$ cat src/rtl/ddc_pkg.sv
package ddc_pkg;

   typedef enum logic [2:0] {
      ST_IDLE,
      ST_ADDR,
      ST_AACK,
      ST_RX,
      ST_DACK,
      ST_TX,
      ST_MACK
   } ddc_state_e;

   // Generated image body: header pattern, then an arithmetic fill.
   function automatic logic [7:0] ddc_body_byte(int k);
      if (k == 0 || k == 7) return 8'h00;
      if (k >= 1 && k <= 6) return 8'hFF;
      return 8'((k * 37 + 11) % 256);
   endfunction

   // Last byte closes the image so that all bytes sum to zero.
   function automatic logic [7:0] ddc_rom_byte(int k, int n);
      logic [7:0] sum;
      if (k != n - 1) return ddc_body_byte(k);
      sum = 8'h00;
      for (int i = 0; i < n - 1; i++) sum = sum + ddc_body_byte(i);
      return 8'(-sum);
   endfunction

endpackage

$ cat src/rtl/ddc_bus_sync.sv
module ddc_bus_sync #(
   parameter int STAGES = 2
) (
   input  logic clk,
   input  logic rst_n,
   input  logic scl_i,
   input  logic sda_i,
   output logic scl_s,
   output logic sda_s,
   output logic scl_rise,
   output logic scl_fall,
   output logic start_p,
   output logic stop_p
);

   logic [STAGES-1:0] scl_pipe, sda_pipe;
   logic              scl_d, sda_d;

   always_ff @(posedge clk or negedge rst_n) begin
      if (!rst_n) begin
         scl_pipe <= '1;
         sda_pipe <= '1;
         scl_d    <= 1'b1;
         sda_d    <= 1'b1;
      end else begin
         scl_pipe <= {scl_pipe[STAGES-2:0], scl_i};
         sda_pipe <= {sda_pipe[STAGES-2:0], sda_i};
         scl_d    <= scl_pipe[STAGES-1];
         sda_d    <= sda_pipe[STAGES-1];
      end
   end

   assign scl_s    = scl_pipe[STAGES-1];
   assign sda_s    = sda_pipe[STAGES-1];
   assign scl_rise = scl_s & ~scl_d;
   assign scl_fall = ~scl_s & scl_d;
   // SDA edges while SCL stays high frame a transfer
   assign start_p  = scl_s & scl_d & sda_d & ~sda_s;
   assign stop_p   = scl_s & scl_d & ~sda_d & sda_s;

endmodule

$ cat src/rtl/ddc_image.sv
module ddc_image #(
   parameter int IMG_BYTES = 128,
   parameter bit EXT_IMAGE = 1'b0,
   localparam int IDX_W = $clog2(IMG_BYTES)
) (
   input  logic [IMG_BYTES*8-1:0] ext_img,
   input  logic [IDX_W-1:0]       idx,
   output logic [7:0]             rd_byte
);

   generate
      if (EXT_IMAGE) begin : g_ext
         // byte k taken from the parallel port
         assign rd_byte = ext_img[idx*8 +: 8];
      end else begin : g_rom
         logic [7:0] rom [IMG_BYTES];
         logic       unused_ext;
         for (genvar g = 0; g < IMG_BYTES; g++) begin : g_byte
            assign rom[g] = ddc_pkg::ddc_rom_byte(g, IMG_BYTES);
         end
         assign rd_byte    = rom[idx];
         assign unused_ext = ^ext_img;
      end
   endgenerate

endmodule

$ cat src/rtl/ddc_engine.sv
module ddc_engine
   import ddc_pkg::*;
#(
   parameter logic [6:0] ADDR  = 7'h50,
   parameter int         PTR_W = 8,
   parameter int         IDX_W = 7
) (
   input  logic             clk,
   input  logic             rst_n,
   input  logic             scl_s,
   input  logic             sda_s,
   input  logic             scl_rise,
   input  logic             scl_fall,
   input  logic             start_p,
   input  logic             stop_p,
   input  logic [7:0]       rd_byte,
   output logic [IDX_W-1:0] rd_idx,
   output logic             sda_oe
);

   ddc_state_e       st_q;
   logic [PTR_W-1:0] ptr_q;
   logic [7:0]       sr_q, tx_q;
   logic [3:0]       cnt_q;
   logic             first_q, rw_q, oe_q;
   logic             load_evt;

   assign load_evt = !start_p && !stop_p && st_q == ST_RX && scl_fall &&
                     cnt_q == 4'd8 && first_q;

   always_ff @(posedge clk or negedge rst_n) begin
      if (!rst_n) begin
         st_q    <= ST_IDLE;
         ptr_q   <= '0;
         sr_q    <= '0;
         tx_q    <= '0;
         cnt_q   <= '0;
         first_q <= 1'b0;
         rw_q    <= 1'b0;
         oe_q    <= 1'b0;
      end else if (start_p) begin
         st_q  <= ST_ADDR;
         cnt_q <= '0;
         oe_q  <= 1'b0;
      end else if (stop_p) begin
         st_q <= ST_IDLE;
         oe_q <= 1'b0;
      end else begin
         unique case (st_q)
            ST_IDLE: ;
            ST_ADDR: begin
               if (scl_rise && cnt_q < 4'd8) begin
                  sr_q  <= {sr_q[6:0], sda_s};
                  cnt_q <= cnt_q + 4'd1;
               end else if (scl_fall && cnt_q == 4'd8) begin
                  if (sr_q[7:1] == ADDR) begin
                     oe_q <= 1'b1;
                     rw_q <= sr_q[0];
                     st_q <= ST_AACK;
                     if (!sr_q[0]) first_q <= 1'b1;
                  end else begin
                     st_q <= ST_IDLE;
                  end
               end
            end
            ST_AACK: begin
               if (scl_fall) begin
                  cnt_q <= '0;
                  if (rw_q) begin
                     tx_q  <= rd_byte;
                     ptr_q <= ptr_q + 1'b1;
                     oe_q  <= ~rd_byte[7];
                     st_q  <= ST_TX;
                  end else begin
                     oe_q <= 1'b0;
                     st_q <= ST_RX;
                  end
               end
            end
            ST_RX: begin
               if (scl_rise && cnt_q < 4'd8) begin
                  sr_q  <= {sr_q[6:0], sda_s};
                  cnt_q <= cnt_q + 4'd1;
               end else if (scl_fall && cnt_q == 4'd8) begin
                  if (first_q) begin
                     ptr_q   <= PTR_W'(sr_q);
                     first_q <= 1'b0;
                  end else begin
                     ptr_q <= ptr_q + 1'b1;
                  end
                  oe_q <= 1'b1;
                  st_q <= ST_DACK;
               end
            end
            ST_DACK: begin
               if (scl_fall) begin
                  oe_q  <= 1'b0;
                  cnt_q <= '0;
                  st_q  <= ST_RX;
               end
            end
            ST_TX: begin
               if (scl_fall) begin
                  if (cnt_q == 4'd7) begin
                     oe_q  <= 1'b0;
                     cnt_q <= '0;
                     st_q  <= ST_MACK;
                  end else begin
                     tx_q  <= {tx_q[6:0], 1'b0};
                     oe_q  <= ~tx_q[6];
                     cnt_q <= cnt_q + 4'd1;
                  end
               end
            end
            ST_MACK: begin
               if (scl_rise) begin
                  sr_q[0] <= sda_s;
                  cnt_q   <= 4'd1;
               end else if (scl_fall && cnt_q == 4'd1) begin
                  if (!sr_q[0]) begin
                     tx_q  <= rd_byte;
                     ptr_q <= ptr_q + 1'b1;
                     oe_q  <= ~rd_byte[7];
                     cnt_q <= '0;
                     st_q  <= ST_TX;
                  end else begin
                     st_q <= ST_IDLE;
                  end
               end
            end
            default: st_q <= ST_IDLE;
         endcase
      end
   end

   assign rd_idx = ptr_q[IDX_W-1:0];
   assign sda_oe = oe_q;

   // the address acknowledge is only reached on a match
   p_addr_match_r2: assert property (@(posedge clk) disable iff (!rst_n)
      st_q == ST_AACK |-> sr_q[7:1] == ADDR);
   // outside a pointer load the pointer only steps by one
   p_ptr_step_r4: assert property (@(posedge clk) disable iff (!rst_n)
      (!$stable(ptr_q) && !$past(load_evt)) |-> ptr_q == PTR_W'($past(ptr_q) + 1'b1));
   // the bit on the bus during SCL high is the byte's current MSB
   p_tx_bit_r5: assert property (@(posedge clk) disable iff (!rst_n)
      (st_q == ST_TX && scl_s) |-> oe_q == ~tx_q[7]);
   // written data bytes are acknowledged
   p_data_ack_r7: assert property (@(posedge clk) disable iff (!rst_n)
      (st_q == ST_DACK && scl_s) |-> oe_q);
   // idle means released
   p_idle_release_r8: assert property (@(posedge clk) disable iff (!rst_n)
      st_q == ST_IDLE |-> !oe_q);
   // SDA only moves while SCL is low
   p_oe_scl_low_r10: assert property (@(posedge clk) disable iff (!rst_n)
      !$stable(oe_q) |-> !scl_s);

endmodule

$ cat src/rtl/ddc_target.sv
module ddc_target #(
   parameter logic [6:0] ADDR        = 7'h50,
   parameter int         IMG_BYTES   = 128,
   parameter int         PTR_W       = 8,
   parameter int         SYNC_STAGES = 2,
   parameter bit         EXT_IMAGE   = 1'b0
) (
   input  logic                   clk,
   input  logic                   rst_n,
   input  logic                   scl_i,
   input  logic                   sda_i,
   output logic                   sda_oe,
   input  logic [IMG_BYTES*8-1:0] ext_img
);

   localparam int IDX_W = $clog2(IMG_BYTES);

   generate
      if (IMG_BYTES != (1 << IDX_W)) begin : g_bad_size
         $error("ddc_target: IMG_BYTES must be a power of two");
      end
      if (PTR_W < IDX_W || PTR_W > 8) begin : g_bad_ptr
         $error("ddc_target: PTR_W must cover the image and fit a byte");
      end
      if (SYNC_STAGES < 2) begin : g_bad_sync
         $error("ddc_target: SYNC_STAGES must be at least 2");
      end
   endgenerate

   logic             scl_s, sda_s, scl_rise, scl_fall, start_p, stop_p;
   logic [IDX_W-1:0] rd_idx;
   logic [7:0]       rd_byte;

   ddc_bus_sync #(.STAGES(SYNC_STAGES)) u_sync (
      .clk      (clk),
      .rst_n    (rst_n),
      .scl_i    (scl_i),
      .sda_i    (sda_i),
      .scl_s    (scl_s),
      .sda_s    (sda_s),
      .scl_rise (scl_rise),
      .scl_fall (scl_fall),
      .start_p  (start_p),
      .stop_p   (stop_p)
   );

   ddc_image #(.IMG_BYTES(IMG_BYTES), .EXT_IMAGE(EXT_IMAGE)) u_image (
      .ext_img (ext_img),
      .idx     (rd_idx),
      .rd_byte (rd_byte)
   );

   ddc_engine #(.ADDR(ADDR), .PTR_W(PTR_W), .IDX_W(IDX_W)) u_engine (
      .clk      (clk),
      .rst_n    (rst_n),
      .scl_s    (scl_s),
      .sda_s    (sda_s),
      .scl_rise (scl_rise),
      .scl_fall (scl_fall),
      .start_p  (start_p),
      .stop_p   (stop_p),
      .rd_byte  (rd_byte),
      .rd_idx   (rd_idx),
      .sda_oe   (sda_oe)
   );

endmodule

$ cat config.mk
export PLATFORM = sky130hd
export DESIGN_NAME = ddc_target
export DESIGN_NICKNAME = d
export VERILOG_FILES = /design/src/rtl/ddc_pkg.sv /design/src/rtl/ddc_bus_sync.sv /design/src/rtl/ddc_image.sv /design/src/rtl/ddc_engine.sv /design/src/rtl/ddc_target.sv
export SDC_FILE = /design/constraint.sdc
export NUM_CORES = 1
export LEC_CHECK = 0
export ABC_AREA = 1
export BUFFER_PORTS_ARGS = -buffer_cell sky130_fd_sc_hd__buf_2
export CORE_AREA = 2 2 400 402
export CTS_BUF_LIST = sky130_fd_sc_hd__clkbuf_4 sky130_fd_sc_hd__clkbuf_8
export DETAILED_ROUTE_END_ITERATION = 12
export DIE_AREA = 0 0 402 404
export PLACE_DENSITY = 0.31
export SLEW_MARGIN = 20
export SYNTH_ARGS = -nofsm -noshare
export SYNTH_HDL_FRONTEND = slang
export SYNTH_SLANG_ARGS = --single-unit
$ cat constraint.sdc
create_clock -name clk -period 1.9 [get_ports clk]
set_input_delay 0.095 -clock clk [delete_from_list [all_inputs] [get_ports clk]]
set_output_delay 0.095 -clock clk [all_outputs]
set_load 0.01 [all_outputs]
==> summary.md, run 1 <==
| Metric | Value |
|---|---|
| Element type at the critical path start | register |
| Synthesized instance count | 486 |
| Metal3 WL | 196 um |
| Vert. Die Dim | 404 um |
| Synth Cell Area | 0.003189 mm^2 |
| I/O pins | 1,029 |
| Die W | 402 um |
| Area delta synth->final | 103.4% |
| Final Power | 2.292 mW |
| Worst-Margin Slew | ~0.54 ns |
| Kind of critical path | reg -> reg |
| # diodes | 0 |
| Clock Tree Buf Depth | 2 |
| Vias in the first global route | 3,252 |
| Grt total ovfl | 0 |
| DRC viols | 0 |
| Family with the most delay on the worst path | simple AND/OR/NAND/NOR gates |
| Setup TNS | 0 ns |
| DP Wirelength | 8467 um |
| Worst-path maximum fanout | 5 |
| Switching power total | 0.7063 mW |
| CTS buffer count | 5 |
| 1st-iter DRT viols | 174 |
| Vias | 3,219 |
| Clock sinks | 38 |
| Comb pwr share | 0.181 |
| Primary FF master, synth | dfrtp_1 |
| Crit-path cells | buf_6 -> ha_1 -> nor2_1 -> a21oi_1 -> nand3_1 -> nand2_1 -> nand2_1 -> nor2_1 -> nand2_2 -> nand2_1 -> nand2_1 -> nand2_1 |
| WP data arrival | 2.04 ns |
| H-tree level count | 2 |
| Hold Vio Cnt, Final | 0 |
| # rows | 146 |
| Synthesized flop and latch total | 38 |
| CP most frequent cell | nand2_1 |
| Share of layout cells above drive strength 1 | 0.2665 |
| Count of pins over their slew limit | 0 |
| Reg clk slew, reported paths | approximately 0.090 ns |
| Sequential share of power | 0.441 |
| Buffers & Inverters on Critical Path | 1 |
| Place WS | -0.04625 ns |
| Slowest stage delay, CP | 0.47 ns |
| Outcome | finished clean |
| Final net count | 1,583 |
| Cell taking the most area after synthesis | dfrtp_1 |
| Design area | roughly 0.0065 mm^2 |
| Setup violations, final | 0 |
| CTS tree | built |
| Metal1 wirelength | 5241 um |
| Tot GR Track Use | 0.01315 |
| Largest net degree at the start of global routing | 39 |
| Synth area leaders | dfrtp_1 25%, nand2_1 17%, nand3_1 6.9% |
| Average cell area after synthesis | 6.562 um^2 |
| Root Driver | clkbuf_8 |
| Initial Util | 0.02021 |
| Die area | 0.1624 mm^2 |
| Post-synth top area share | 0.2511 |
| Initial antenna violation count | 0 |
| Kind of end point of the critical path | register |
| Netlist cell types | 41 |
| WL/cell | 4.042 um |
| Yosys warning count | 0 |
| Vias per std cell | 1.231 |
| RSZ-0062 raised after global routing | yes |
| Final Util | 0.04110 |
| Crit-path slowest cell | dfrtp_2 |
| Area post-placement | 0.006162 mm^2 |
| Post-Route Skew | between 0.01 and 0.015 ns |
| Asr flop ratio synth | 1.000 |
| Syn nets | 1,526 |
| Core ar. | 0.1578 mm^2 |
| HP Class | in -> async |
| Clock Latency Late Sink | around 0.32 ns |
| Maximum clock rate | approximately 560 MHz |
| Met2 wire len | 5026 um |
| Top sig layer | met4 |
| Routability cong. | about 0.7 |
| P_leak | 2.017 nW |
| Sequential share of the synthesized area | 0.3005 |
| Part of the power in the clock network | 0.379 |
| Peak VDD IR | between 0.4 and 0.5 mV |
| PortBufs | 4 |
| Post-synth EDFFs | 0 |
| Net Sw Frac | 0.3081 |
| Relative slew slack | 0.6416 |
| Shortest period the worst path allows | around 1.8 ns |
| Internal power | about 1.6 mW |
| Number of routed nets with antenna violations | 0 |
| Detailed Routing Iterations Pass 1 | 6 |
| Required time of the critical path | 2.15 ns |
| Final critical-path share of the clock period | 0.9415 |
| Max Cap Viol | 0 |
| PnR worst setup slack | 0.1112 ns |
| Pwr Density | 353.4 mW/mm^2 |
| Global-route wire length before repair | 17,510 um |
| Final wirelength | 10,570 um |
==> cells in the final DEF (no fill, tap or decap), drive strengths merged, types with 2 or more instances in the layout <==
cell type | netlist | final
dfstp | 6 | 6
bufinv | 0 | 2
nand3 | 44 | 44
clkbuf | 6 | 5
buf | 11 | 64
dlygate4sd3 | 0 | 3
nor3 | 5 | 5
nand2 | 149 | 149
xor2 | 2 | 2
o21a | 2 | 2
o21ai | 58 | 58
a21oi | 18 | 18
dfrtp | 32 | 32
nand4 | 9 | 9
o211ai | 5 | 5
nor2 | 60 | 60
inv | 57 | 57
ha | 12 | 12
nand3b | 2 | 2
==> tightest hold or removal path, cell delays in order <==
cell           delay [ns]
dlygate4sd3_1        0.51
buf_2                0.09
buf_4                0.43
==> Yosys cell counts, types with 5 or more instances <==
master,n
nand4_1,8
nor2_1,48
nand3_1,44
nand2_1,143
nor2_2,7
o21ai_1,9
o21ai_0,43
o211ai_1,5
dfrtp_1,32
buf_2,7
ha_1,12
clkbuf_1,5
o21ai_2,5
inv_1,50
inv_2,7
a21oi_1,17
dfstp_2,6
nor2_4,5
==> cell families (layout without fill, tap and decap cells) <==
family	Yosys count	count (layout)	share of synthesized area
and+or+nand+nor	270	270	0.3876
AOI/OAI and AO/OA	89	89	0.1605
buffers and inverters	74	132	0.09611
DFF	38	38	0.3005
adders and majority gates	12	12	0.04708
xor gates and xnor gates	3	3	0.008240
==> timing repair <==
item                                    CTS  global route
hold buffers                              3             0
buffers inserted                          0             3
gates resized for setup                   5            41
pin swaps                                 0             8
endpoints found under the hold margin    34             0
endpoints found under the setup margin    4            16
==> path summary, 6_finish.rpt <==
check	endpoint	from	cells after the start	slack, ns
setup / recovery	u_engine.sda_oe	u_engine.ptr_q[1]	12	0.11
hold / removal	u_engine.tx_q[3]	rst_n	3	0.36
setup reg to reg	u_engine.sda_oe	u_engine.ptr_q[1]	12	0.11
hold reg to reg	u_sync.sda_pipe[1]	u_sync.sda_pipe[0]	0	0.36
max in group asynchronous	u_engine.st_q[1]	rst_n	3	1.13
min in group clk	u_sync.sda_pipe[1]	u_sync.sda_pipe[0]	0	0.36
==> power groups by stage <==
stage	sequential (mW)	combinational [mW]	clock, mW
floorplan	0.991	0.303	0
global placement	1.03	0.434	0
detailed placement	1.03	0.420	0
CTS	1.01	0.427	0.914
global route	1.03	0.483	0.945
finish	1.01	0.414	0.868
==> routing by layer <==
metal | vias up | global-route usage
li1 | 1691 | -
met1 | 1496 | 0.01734
met2 | 24 | 0.02202
met3 | 8 | 0.002015
met4 | 0 | 0.003825
met5 | - | 0
==> state kept, by name (all words and copies together), names as in the netlist, 2 cells and up <==
register	cells
u_engine.sr_q	8
u_engine.ptr_q	7
u_engine.tx_q	7
u_engine.cnt_q	4
u_engine.st_q	3
u_sync.scl_pipe	2
u_sync.sda_pipe	2
==> per-stage QoR <==
| stage | hold slack, ns | std cells |
|---|---|---|
| 2_1_floorplan | -0.2006 | 486 |
| 3_3_place_gp | 0.2014 | 2602 |
| 3_5_place_dp | 0.2015 | 2602 |
| 4_1_cts | 0.3603 | 2613 |
| 5_1_grt | 0.3669 | 2616 |
| 6_report | 0.3586 | 2616 |
==> area by class of cell <==
class | instances | area, um^2
fill | 18886 | 151300
multi-input combinational | 374 | 2046
timing repair buffer | 67 | 533.0
clock buffer | 5 | 68.82
tap | 2072 | 2592
inverter | 57 | 214.0
clock inverter | 3 | 68.82
sequential | 38 | 963.4
Note: power is estimated with default switching activity, not from simulation.
==> run 2: changes to the inputs <==
Settings changed: ABC_AREA 1 to default, CORE_AREA 2 2 400 402 to 2 2 396 398, DIE_AREA 0 0 402 404 to 0 0 398 400, REMOVE_ABC_BUFFERS from default to 1.
==> summary.md, run 2 <==
| Metric | Value |
|---|---|
| Clock Tree Buf Depth | 2 (unchanged) |
| Die W | 398 um (-1.0%) |
| DRC viols | 0 (unchanged) |
| CTS buffer count | 5 (unchanged) |
| Switching power total | 0.6452 mW (-8.7%) |
| PnR worst setup slack | -0.05187 ns (-0.1631 ns) |
| Worst-Margin Slew | 0.5128 ns (-0.02472 ns) |
| Synthesized flop and latch total | 38 (unchanged) |
| Max FFs per register | 8 (unchanged) |
| Vias in the first global route | 3,318 (+2.0%) |
| Max Cap Viol | 0 (unchanged) |
| Most frequent cell after synthesis | nand2_1 |
| Vias | 3,172 (-1.5%) |
| Required time of the critical path | 2.11 ns (-0.04 ns) |
| Reg2reg end | u_engine.tx_q[5] |
| Largest net degree at the start of global routing | 29 (-26%) |
| Routability cong. | 0.6909 (-3.9%) |
| Synth Cell Area | 0.003125 mm^2 (-2.0%) |
| Initial Util | 0.02015 (-0.00005784) |
| Global-route wire length before repair | 18,430 um (+5.3%) |
| RSZ-0062 raised after global routing | yes |
| Yosys warning count | 0 (unchanged) |
| Count of pins over their slew limit | 0 (unchanged) |
| Post-synth top area share | 0.2562 (+0.005126) |
| Worst reg2reg setup slack | -0.05 ns (-0.16 ns) |
| Kind of end point of the critical path | register |
| P_leak | 2.006 nW (-0.58%) |
| Element type at the critical path start | register |
| DP Wirelength | 8488 um (+0.25%) |
| Average cell area after synthesis | 8.139 um^2 (+24%) |
| I/O pins | 1,029 (unchanged) |
| Final hold slack | 0.2673 ns (-0.09130 ns) |
| Design area | 0.007013 mm^2 (+8.1%) |
| H-tree level count | 2 (unchanged) |
| Most common library cells after synthesis | 47 x nand2_1, 32 x dfrtp_1, 29 x nor2_1, 26 x o21ai_0, 21 x a21oi_1 |
| Primary FF master, synth | dfrtp_1 |
| Clock sinks | 38 (unchanged) |
| Synthesized instance count | 384 (-21%) |
| Post-Route Skew | 0.007969 ns (-0.005834 ns) |
| Pwr Density | 316.2 mW/mm^2 (-11%) |
| Final net count | 1,520 (-4.0%) |
| PortBufs | 4 (unchanged) |
| Relative slew slack | 0.6581 (+0.01648) |
| Worst-path maximum fanout | 5 (unchanged) |
| Part of the power in the clock network | 0.358 (-0.021) |
| Sequential share of the synthesized area | 0.3066 (+0.006135) |
| Commonest non-fill, non-tap cell in the layout | buf_4 |
| Kind of critical path | reg -> reg |
| Grt total ovfl | 0 (unchanged) |
| Initial antenna violation count | 0 (unchanged) |
| Net Sw Frac | 0.2909 (-0.01721) |
| Synth area leaders | dfrtp_1 26%, nand2_1 5.6%, dfstp_2 5.0% |
| Final wirelength | 11,540 um (+9.1%) |
| Final critical-path share of the clock period | 1.027 (+0.08582) |
| Most frequent cells in the layout | 96 x buf_4, 40 x nand2_1, 30 x dfrtp_1, 25 x nor2_1 |
| HP Class | in -> async |
| # rows | 145 (-0.68%) |
| WL/cell | 4.545 um (+12%) |
| Fill cell count | 18,412 (-2.5%) |
| Asr flop ratio synth | 1.000 (unchanged) |
| Post-synth EDFFs | 0 (unchanged) |
| Tot GR Track Use | 0.01436 (+0.001210) |
| 1st-iter DRT viols | 160 (-8.0%) |
| Sequential share of power | 0.418 (-0.023) |
| Shortest period the worst path allows | 1.952 ns (+0.1631 ns) |
| Vias per std cell | 1.249 (+1.5%) |
| Netlist cell types | 67 (+63%) |
| Place WS | -0.3983 ns (-0.3520 ns) |
| Failing checks | setup timing |
| Most flop-heavy register | u_engine.sr_q |
| Root Driver | clkbuf_8 |
| Hold Vio Cnt, Final | 0 (unchanged) |
| Top flop regs | u_engine.sr_q x8, u_engine.ptr_q x7, u_engine.tx_q x7 |
| Peak VDD IR | 0.2414 mV (-46%) |
| Detailed Routing Iterations Pass 1 | 4 (-2) |
| Die area | 0.1592 mm^2 (-2.0%) |
| Clock Latency Late Sink | 0.32 ns (about the same) |
| Cell taking the most area after synthesis | dfrtp_1 |
| Reg clk slew, reported paths | 0.09 ns (about the same) |
| # diodes | 0 (unchanged) |
| Share of layout cells above drive strength 1 | 0.4324 (+0.1659) |
| Internal power | 1.573 mW (-0.85%) |
| Number of routed nets with antenna violations | 0 (unchanged) |
| Core ar. | 0.1551 mm^2 (-1.7%) |
| Final Util | 0.04521 (+0.004115) |
| CTS tree | built |
| Setup violations, final | 4 (+4) |
| WP data arrival | 2.16 ns (+0.12 ns) |
| Reg2Reg Depth | 8 (-4) |
| Vert. Die Dim | 400 um (-0.99%) |
| RR Startpoint | u_engine.ptr_q[1] |
| Area post-placement | 0.006341 mm^2 (+2.9%) |
| Area delta synth->final | 124.4% |
| Outcome | finished with violations |
| Setup TNS | -0.1294 ns (-0.1294 ns) |
| Comb pwr share | 0.224 (+0.043) |
| Maximum clock rate | 512.3 MHz (-8.4%) |
-- run 2: changes by cell type after synthesis, sizes merged, moves of 8 or more --
cell | before | now
nand2b | 0 | 12
nand2 | 149 | 47
nand3 | 44 | 8
clkbuf | 6 | 18
nor2 | 60 | 29
nor2b | 0 | 12
mux2 | 0 | 8
inv | 57 | 12
a31oi | 1 | 9
o21ai | 58 | 37
-- run 2: kinds of logic after synthesis --
kind of cell,share of synthesized area
adder cells (fa/ha/maj),0.04804
buffers and inverters,0.06165
multiplexers,0.06565
AND/OR/NAND/NOR,0.2498
flip-flops,0.3066
XOR/XNOR,0.01121
AO/OA/AOI/OAI,0.2570
-- run 2: what timing repair did --
| action | 4_1_cts | 5_1_grt |
|---|---|---|
| hold buffers | 3 | 0 |
| buffers inserted | 4 | 9 |
| hold endpoints to repair | 20 | 0 |
| pin swaps | 21 | 21 |
| cloned | 0 | 1 |
| gates resized for setup | 61 | 44 |
| setup endpoints to repair | 19 | 19 |
-- run 2: power groups by stage --
stage	Clock (mW)	Combinational, mW	Sequential, mW
floorplan	0	0.142	0.924
global placement	0	0.403	0.926
finish	0.794	0.497	0.927
global route	0.873	0.560	0.939
detailed placement	0	0.398	0.926
CTS	0.843	0.465	0.929
-- run 2: final cells by class --
cell class,count,area [um^2],share of cell area
clock inverter,1,30.03,0.004282
multi-input combinational,303,2335,0.3329
timing repair buffer,120,977.2,0.1393
sequential,38,960.9,0.1370
clock buffer,7,90.09,0.01285
tap,2058,2575,0.3672
inverter,12,45.04,0.006423
-- run 2: worst max-delay path: stages (launching register included) --
cell and delay, ns:
dfrtp_1 0.41, buf_6 0.13, buf_8 0.12, ha_4 0.16
o21a_1 0.19, o21a_1 0.16, mux4_2 0.49, o22ai_2 0.11
o21ai_1 0.07
-- run 2: worst max path at each step --
stage,start,to,slack (ns)
after floorplan,u_engine.ptr_q[0],u_engine.tx_q[6],-0.54
after global placement,u_engine.ptr_q[0],u_engine.tx_q[6],-0.44
after detailed placement,u_engine.ptr_q[0],u_engine.tx_q[6],-0.40
after CTS,u_engine.ptr_q[1],u_engine.tx_q[5],-0.08
after global routing,u_engine.ptr_q[1],u_engine.tx_q[6],-0.18
final,u_engine.ptr_q[1],u_engine.tx_q[5],-0.05
-- run 2: metrics by stage --
stage,std cells,power (mW)
floorplan,353,1.066
global placement,2514,1.329
detailed placement,2514,1.323
CTS,2529,2.236
global route,2539,2.372
finish,2539,2.218
-- run 2: per-layer routing --
layer	up-vias	wire length, um	GRT usage	share of wire
met4	0	120	0.003720	0.010
met5	-	0	0	0
met1	1540	5829	0.01898	0.51
met2	24	5356	0.02331	0.46
met3	7	234	0.003332	0.020
li1	1601	-	-	-
